### config.mk
export PLATFORM = sky130hd
export DESIGN_NAME = mux_addr_ram
export DESIGN_NICKNAME = d
export VERILOG_FILES = /design/src/rtl/mram_pkg.sv /design/src/rtl/mram_addr_latch.sv /design/src/rtl/mram_decoder.sv /design/src/rtl/mram_cell_row.sv /design/src/rtl/mram_col_mux.sv /design/src/rtl/mux_addr_ram.sv
export SDC_FILE = /design/constraint.sdc
export NUM_CORES = 1
export LEC_CHECK = 0
export ABC_AREA = 1
export CAP_MARGIN = 5
export CORE_MARGIN = 4
export CORE_UTILIZATION = 50
export CTS_CLUSTER_SIZE = 14
export DETAILED_ROUTE_END_ITERATION = 7
export DONT_BUFFER_PORTS = 1
export GPL_TIMING_DRIVEN = 0
export PLACE_DENSITY = 0.67
export SKIP_LAST_GASP = 1
export SLEW_MARGIN = 20
export SYNTH_ARGS = -nofsm -noshare
export SYNTH_HDL_FRONTEND = slang
export SYNTH_HIERARCHICAL = 1
export SYNTH_SLANG_ARGS = --single-unit
### constraint.sdc
create_clock -name clk_i -period 1.8 [get_ports clk_i]
set_input_delay 0.27 -clock clk_i [delete_from_list [all_inputs] [get_ports clk_i]]
set_output_delay 0.27 -clock clk_i [all_outputs]
set_load 0.05 [all_outputs]
### src/rtl/mram_pkg.sv
package mram_pkg;
  typedef enum logic [1:0] {
    STB_NONE = 2'd0,
    STB_ROW  = 2'd1,
    STB_COL  = 2'd2
  } strobe_e;

  // Row strobe has priority over a column strobe in the same cycle
  function automatic strobe_e classify(input logic row_stb, input logic col_stb);
    if (row_stb)      return STB_ROW;
    else if (col_stb) return STB_COL;
    else              return STB_NONE;
  endfunction
endpackage

### src/rtl/mram_addr_latch.sv
module mram_addr_latch
  import mram_pkg::*;
#(
  parameter int HALF_W = 3
) (
  input  logic              clk_i,
  input  logic              rst_ni,
  input  logic [HALF_W-1:0] addr_i,
  input  logic              row_stb_i,
  input  logic              col_stb_i,
  output logic [HALF_W-1:0] row_o,
  output logic [HALF_W-1:0] col_o,
  output logic              col_vld_o
);
  strobe_e kind;

  always_comb kind = classify(row_stb_i, col_stb_i);

  always_ff @(posedge clk_i or negedge rst_ni) begin
    if (!rst_ni) begin
      row_o     <= '0;
      col_o     <= '0;
      col_vld_o <= 1'b0;
    end else begin
      case (kind)
        STB_ROW: begin
          row_o     <= addr_i;
          col_vld_o <= 1'b0;
        end
        STB_COL: begin
          col_o     <= addr_i;
          col_vld_o <= 1'b1;
        end
        default: ;
      endcase
    end
  end
endmodule

### src/rtl/mram_decoder.sv
module mram_decoder #(
  parameter int W = 3,
  localparam int N = 1 << W
) (
  input  logic [W-1:0] code_i,
  input  logic         en_i,
  output logic [N-1:0] sel_o
);
  always_comb begin
    sel_o         = '0;
    sel_o[code_i] = en_i;
  end
endmodule

### src/rtl/mram_cell_row.sv
module mram_cell_row #(
  parameter int COLS = 8
) (
  input  logic            clk_i,
  input  logic            rst_ni,
  input  logic            row_hit_i,
  input  logic [COLS-1:0] col_wr_i,
  input  logic            din_i,
  output logic [COLS-1:0] bits_o
);
  for (genvar c = 0; c < COLS; c++) begin : g_cell
    always_ff @(posedge clk_i or negedge rst_ni) begin
      if (!rst_ni)                       bits_o[c] <= 1'b0;
      else if (row_hit_i && col_wr_i[c]) bits_o[c] <= din_i;
    end
  end
endmodule

### src/rtl/mram_col_mux.sv
module mram_col_mux #(
  parameter int W = 3,
  localparam int N = 1 << W
) (
  input  logic [N-1:0] row_bits_i,
  input  logic [W-1:0] col_i,
  output logic         bit_o
);
  always_comb bit_o = row_bits_i[col_i];
endmodule

### src/rtl/mux_addr_ram.sv
module mux_addr_ram #(
  parameter int HALF_W = 3
) (
  input  logic              clk_i,
  input  logic              rst_ni,
  input  logic [HALF_W-1:0] addr_i,
  input  logic              row_stb_i,
  input  logic              col_stb_i,
  input  logic              cs_ni,
  input  logic              we_ni,
  input  logic              din_i,
  output logic              dout_o,
  output logic              doe_o
);
  localparam int NROW = 1 << HALF_W;
  localparam int NCOL = 1 << HALF_W;

  logic [HALF_W-1:0] row_q, col_q;
  logic              col_vld;
  logic              wr_fire, rd_ok, picked;
  logic [NROW-1:0]   row_sel;
  logic [NCOL-1:0]   col_wr;
  logic [NCOL-1:0]   row_data [NROW];
  logic [NCOL-1:0]   row_bus;

  mram_addr_latch #(.HALF_W(HALF_W)) latch_i (
    .clk_i     (clk_i),
    .rst_ni    (rst_ni),
    .addr_i    (addr_i),
    .row_stb_i (row_stb_i),
    .col_stb_i (col_stb_i),
    .row_o     (row_q),
    .col_o     (col_q),
    .col_vld_o (col_vld)
  );

  assign wr_fire = !cs_ni && !we_ni && col_vld;
  assign rd_ok   = !cs_ni &&  we_ni && col_vld;

  mram_decoder #(.W(HALF_W)) row_dec_i (
    .code_i (row_q),
    .en_i   (1'b1),
    .sel_o  (row_sel)
  );

  // Column demultiplexer: one-hot write steer, empty when no write fires
  mram_decoder #(.W(HALF_W)) col_dec_i (
    .code_i (col_q),
    .en_i   (wr_fire),
    .sel_o  (col_wr)
  );

  for (genvar r = 0; r < NROW; r++) begin : g_row
    mram_cell_row #(.COLS(NCOL)) row_i (
      .clk_i     (clk_i),
      .rst_ni    (rst_ni),
      .row_hit_i (row_sel[r]),
      .col_wr_i  (col_wr),
      .din_i     (din_i),
      .bits_o    (row_data[r])
    );
  end

  // AND-OR row bus: the selected row drives the column multiplexer
  always_comb begin
    row_bus = '0;
    for (int r = 0; r < NROW; r++) begin
      row_bus = row_bus | (row_data[r] & {NCOL{row_sel[r]}});
    end
  end

  mram_col_mux #(.W(HALF_W)) col_mux_i (
    .row_bits_i (row_bus),
    .col_i      (col_q),
    .bit_o      (picked)
  );

  assign doe_o  = rd_ok;
  assign dout_o = rd_ok & picked;
endmodule

* Yosys cells after proc, flatten, opt, wreduce, memory -nomap -nowiden
Index checks and enable logic that the tools add are counted. W data, S select, Z words.
Operators by class: equality and inequality tests 2, reductions and logical operators 73, multiplexer cells 9, order comparisons 4, bitwise logic cells 17
Operators by type and width (count):
- $and A8 B8 Y8 | 9
- $logic_and A1 B1 Y1 | 70
- $or A8 B8 Y8 | 7
- $lt A3 B4 Y1 const B | 2
- $demux W1 S3 | 2
- $ge A3 B1 Y1 const B | 2
- $mux W2 | 2
- $bmux W1 S3 | 1
- $mux W1 | 3
- $eq A2 B1 Y1 const B | 1
- $eq A2 B2 Y1 const B | 1
- $logic_not A1 Y1 | 2
- $pmux W1 S2 | 1
- $reduce_bool A2 Y1 | 1
- $and A1 B1 Y1 | 1
Word-level totals: logic and storage cells 172, output and inout port bits 2, register bits 71, input bits 10

* Depth between registers and ports, before layout
word-level depth 15, depth in mapped cells 15, depth with buffers taken out 14

* Cells and area by module
Netlist, hierarchy kept.
Modules (own cells, without submodules):
- mram_cell_row | instances 8, area an instance 386.6 sq um, seq. area each 200.2 sq um, cells each 43
- mux_addr_ram | instances 1, area an instance 563.0 sq um, seq. area each 0.0 sq um, cells each 135
- mram_addr_latch | instances 1, area an instance 269.0 sq um, seq. area each 175.2 sq um, cells each 29
- mram_decoder | instances 2, area an instance 63.8 sq um, seq. area each 0.0 sq um, cells each 17
- mram_col_mux | instances 1, area an instance 110.1 sq um, seq. area each 0.0 sq um, cells each 28

* Worst setup path after synthesis
No wires, ideal clock.
kind flip-flop to output port, start register latch_i.row_o[2], end output port dout_o, data required time 1.530 ns, path slack -0.928 ns, stages on the path, launching flop included 16, arrival 2.458 ns, path buffers 1, cells stage by stage dfrtp_1 inv_1 nand2_1 nor2_1 buf_2 nand2_1 nand2_1 nor2_1 nand2_1 inv_1 nand2_1 nand3_1 nand2_1 nand2_1 nand2_1 nor3b_1
Between the ends: elaborated cells between the ends (all ways) 23, those cells by class order compare: 2; mux: 4; bitwise: 16; reduce/logical: 1
RTL lines:
- start: declaration | line mram_addr_latch.sv:11 | output logic [HALF_W-1:0] row_o,
- start signal: assignment | line mram_addr_latch.sv:27 | row_o <= addr_i;
- $lt A3 B4 Y1 (not written as such) / $ge A3 B1 Y1 (equally long branches) | line mram_decoder.sv:11 | sel_o[code_i] = en_i;
- $logic_and A1 B1 Y1 (not written as such) | line mram_decoder.sv:11
- $mux W1 (not written as such) | line mram_decoder.sv:11
- $demux W1 S3 *
- net row_sel[2] | line mux_addr_ram.sv:21 | logic [NROW-1:0] row_sel;
- $and A8 B8 Y8 * | line mux_addr_ram.sv:68 | row_bus = row_bus | (row_data[r] & {NCOL{row_sel[r]}});
- $or A8 B8 Y8 * (6 in a row) | line mux_addr_ram.sv:68
- net row_bus[7] | line mux_addr_ram.sv:24 | logic [NCOL-1:0] row_bus;
- $bmux W1 S3 * | line mram_col_mux.sv:9 | always_comb bit_o = row_bits_i[col_i];
- $mux W1 (not written as such) * | line mram_col_mux.sv:9
- net picked | line mux_addr_ram.sv:20 | logic wr_fire, rd_ok, picked;
- $and A1 B1 Y1 * | line mux_addr_ram.sv:79 | assign dout_o = rd_ok & picked;
- end: declaration | line mux_addr_ram.sv:12 | output logic dout_o,
Mark *: on every way through the listed nets, which the timed path passes. The rest lies on a longest branch. The select of a mux whose other input is x is not followed.

* Worst setup path after layout
start register latch_i.row_o[2], end output port dout_o
Between the ends: longest elaborated chain between the ends 15, elaborated cells between the ends (all ways) 23, those cells by class order compare: 2; mux: 4; bitwise: 16; reduce/logical: 1
RTL lines (line):
- $lt A3 B4 Y1 (not written as such) / $ge A3 B1 Y1 (equally long branches) | mram_decoder.sv:11
- $logic_and A1 B1 Y1 (not written as such) | mram_decoder.sv:11
- $mux W1 (not written as such) | mram_decoder.sv:11
- $demux W1 S3 *
- net row_sel[1] | mux_addr_ram.sv:21
- $and A8 B8 Y8 * | mux_addr_ram.sv:68
- $or A8 B8 Y8 * (7 in a row) | mux_addr_ram.sv:68
- net row_bus[4] | mux_addr_ram.sv:24
- $bmux W1 S3 * | mram_col_mux.sv:9
- $mux W1 (not written as such) * | mram_col_mux.sv:9
- net picked | mux_addr_ram.sv:20
- $and A1 B1 Y1 * | mux_addr_ram.sv:79
Marks and branches as above.

==> impl_results.md <==
* Initial antenna violation count at 0
* DR vias at roughly 3600
* Root buf cell: clkbuf_8
* Total Routing Usage GR at 22.5%
* Max-Cap Viols at 0
* Largest net degree at the start of global routing at just over 70
* Vias per cell at 5.09
* Failing checks: hold timing, setup timing
* Crit path cell chain: inv_4 > nand2_4 > nor2_4 > buf_6 > buf_4 > nand2_2 > nand2_2 > nor2_2 > nand2_1 > inv_1 > nand2_1 > nand3_1 > nand2_1 > nand2_1 > nand2_1 > nor3b_4
* I/O Buffers at 0
* Crit path max fanout at 8
* Drt initial violations at 170
* Remaining Overflow, GRT at 0
* Cell mode on critical path: nand2_1
* Slew Viols, Final at 0
* Final Setup Violations at 1
* Final Hold Fails at approximately 70
* First-pass GRT wire length at between 15000 and 20000 um
* Multi-input combinational cell area at 2180 um2
* NumNets Final at 616
* DIE HEIGHT at 99.2 um
* Mapped Avg Cell Area at about 7.3 um2
* Clock skew at approximately 12 ps
* Final worst setup slack at -903 ps
* TritonCTS Buffers at 9
* Die width at 99.2 um
* I/O pin count at 12
* Pwr Total at 0.00351 W
* Worst Path Arrival at 2430 ps
* Worst skew pair latency at 350 ps
* Minimum clock period at about 2700 ps
* # diodes at 0
* TritonCTS clock tree: yes
* Register area at 1780 um2
* Layout filler cell count at 741
* Unique masters post-synth at 15
* Number of global-route vias before repair at 3581
* Post-DRT Antenna Nets at 0
* Outcome: finished with violations
* Final WL at 10700 um
* Post-synthesis cell count at 570
* Clk slew on worst S/H paths at 80 ps
* Hpwl dp at between 7000 and 8000 um
* Final core utilization at 61.0%
* Routability cong. at 0.854
* Max VDD drop at 0.000478 V
* CP peak stage delay at around 510 ps
* Tightest Pin Transition at 568 ps
* CTS sink cnt at 71
* Num rows at 33
* Cell area after synthesis at 4160 um2
* Core footprint at 8180 um2
* Number of H-tree levels at 3
* Startpoint types: register
* Worst path bufs/invs at 4
* P per Cell Area at 703 nW/um2
* Worst EP required at 1530 ps
* Crit path max-delay family: simple AND/OR/NAND/NOR gates
* Worst-case clock buffer depth at 2
* Area Overhead vs Synth at 19.7%
* Slew headroom at 62.1%
* Worst path slowest cell: nor3b_4
* Post-synthesis register bit count at 71
* Register area share after synthesis at around 43%
* RSZ-0062 raised after global routing: true
* Crit path kind: register to output port
* Synth warnings at 6
* Worst hold path class: input port to async pin
* Critical path capture point type: output port
* Drt wl/cell at 15.0 um
* Hold slack final at -400 ps
* LEAKAGE at ~2.6 nW
* Fin crit share at 150%
* Drt drc at 0
* Initial Util at between 50% and 60%
* Total die area at roughly 9800 um2
* DRT Pass-1 Iters at 4
* Share of layout cells above drive strength 1 at 27.3%
* Fmax at 0.370 GHz
## layout make-up
cell class                      instances  share of cell area [%]
Multi-Input combinational cell        448                    43.8
Sequential cell                        71                    35.7
Buffer                                 32                    7.63
Timing Repair Buffer                   24                    4.47
Clock buffer                           12                    3.11
Tap cell                              105                    2.64
Inverter                               20                    1.61
Clock inverter                          4                    1.08
## layout by cell type, fill, tap and decap left out, types with 5 or more instances in the layout
cell type / netlist / routed
nand2_1: 317 / 299
dfrtp_1: 71 / 69
nand3_1: 47 / 45
nand2_2: 22 / 35
nand3_2: 24 / 26
buf_6: 12 / 22
nor2_4: 0 / 16
buf_4: 1 / 16
inv_1: 18 / 15
nor2_1: 34 / 13
clkbuf_8: 0 / 11
buf_12: 8 / 9
buf_2: 11 / 8
nand2_4: 1 / 6
nor2_2: 0 / 5
## routing by layer
metal	track usage [%]	vias up	wire length [um]
li1	-	1816	-
met1	30.7	1732	4760
met2	37.4	74	5310
met3	3.51	24	471
met4	6.09	0	195
met5	0	-	0
## through the flow
stage | area [um2] | setup TNS (ps) | setup slack, ps | hold WS (ps) | instances
final | 4980 | -903 | -903 | -400 | 716
after global routing | 4980 | -1520 | -1000 | -412 | 716
after CTS | 4810 | -1250 | -839 | -405 | 703
after detailed placement | 4430 | -1000 | -581 | -23.2 | 681
after global placement | 4350 | -27200 | -620 | -22.6 | 676
after floorplan | 4220 | -227 | -227 | -25.6 | 571
## power breakdown
| group | total (W) | leakage, nW | internal [W] | switching (W) |
|---|---|---|---|---|
| registers | 0.00172 | 0.973 | 0.00166 | 0.0000611 |
| logic | 0.000431 | 1.48 | 0.000164 | 0.000266 |
| clock network | 0.00135 | 0.0988 | 0.000719 | 0.000633 |
| total | 0.00351 | 2.55 | 0.00254 | 0.000961 |
## Yosys cell counts
cell,n,area share [%]
buf_12,8,3.8
buf_2,11,1.3
buf_4,1,0.18
buf_6,12,3.2
conb_1,1,0.090
dfrtp_1,71,43
inv_1,18,1.6
inv_2,2,0.18
nand2_1,317,29
nand2_2,22,3.3
nand2_4,1,0.27
nand3_1,47,5.7
nand3_2,24,5.8
nor2_1,34,3.1
nor3b_1,1,0.18
## sequential cells by signal, summed over array words and instances (netlist names)
| name | flops |
|---|---|
| latch_i/col_o | 3 |
| g_row.row_i/bits_o | 64 |
| latch_i/col_vld_o | 1 |
| latch_i/row_o | 3 |
## what timing repair did
| action | CTS | global route |
|---|---|---|
| buffers inserted | 6 | 13 |
| pin swaps | 12 | 28 |
| endpoints found under the hold margin | 71 | 71 |
| endpoints found under the setup margin | 16 | 42 |
| resized for setup | 34 | 21 |
## final timing paths
kind / start / end / slack, ps / depth (start not counted)
setup / recovery: latch_i/row_o[2]$_DFFE_PN0N_ / dout_o / -900 / 16
hold / removal: rst_ni / g_row[3].row_i/bits_o[3]$_DFFE_PN0P_ / -400 / 0
setup reg to reg: latch_i/col_vld_o$_DFFE_PN0P_ / g_row[6].row_i/bits_o[0]$_DFFE_PN0P_ / 70 / 7
hold reg to reg: g_row[7].row_i/bits_o[4]$_DFFE_PN0P_ / g_row[7].row_i/bits_o[4]$_DFFE_PN0P_ / 470 / 2
max in group asynchronous: rst_ni / latch_i/row_o[2]$_DFFE_PN0N_ / 2060 / 0
min in group clk_i: row_stb_i / latch_i/row_o[2]$_DFFE_PN0N_ / 50 / 2
## logic make-up after synthesis
| family | count (synthesis) | synth area share (%) |
|---|---|---|
| buf+inv | 52 | 10.4 |
| flops | 71 | 42.7 |
| other cells | 1 | 0.0901 |
| simple gates | 446 | 46.8 |
No activity file was read; power rests on OpenSTA's default activity.
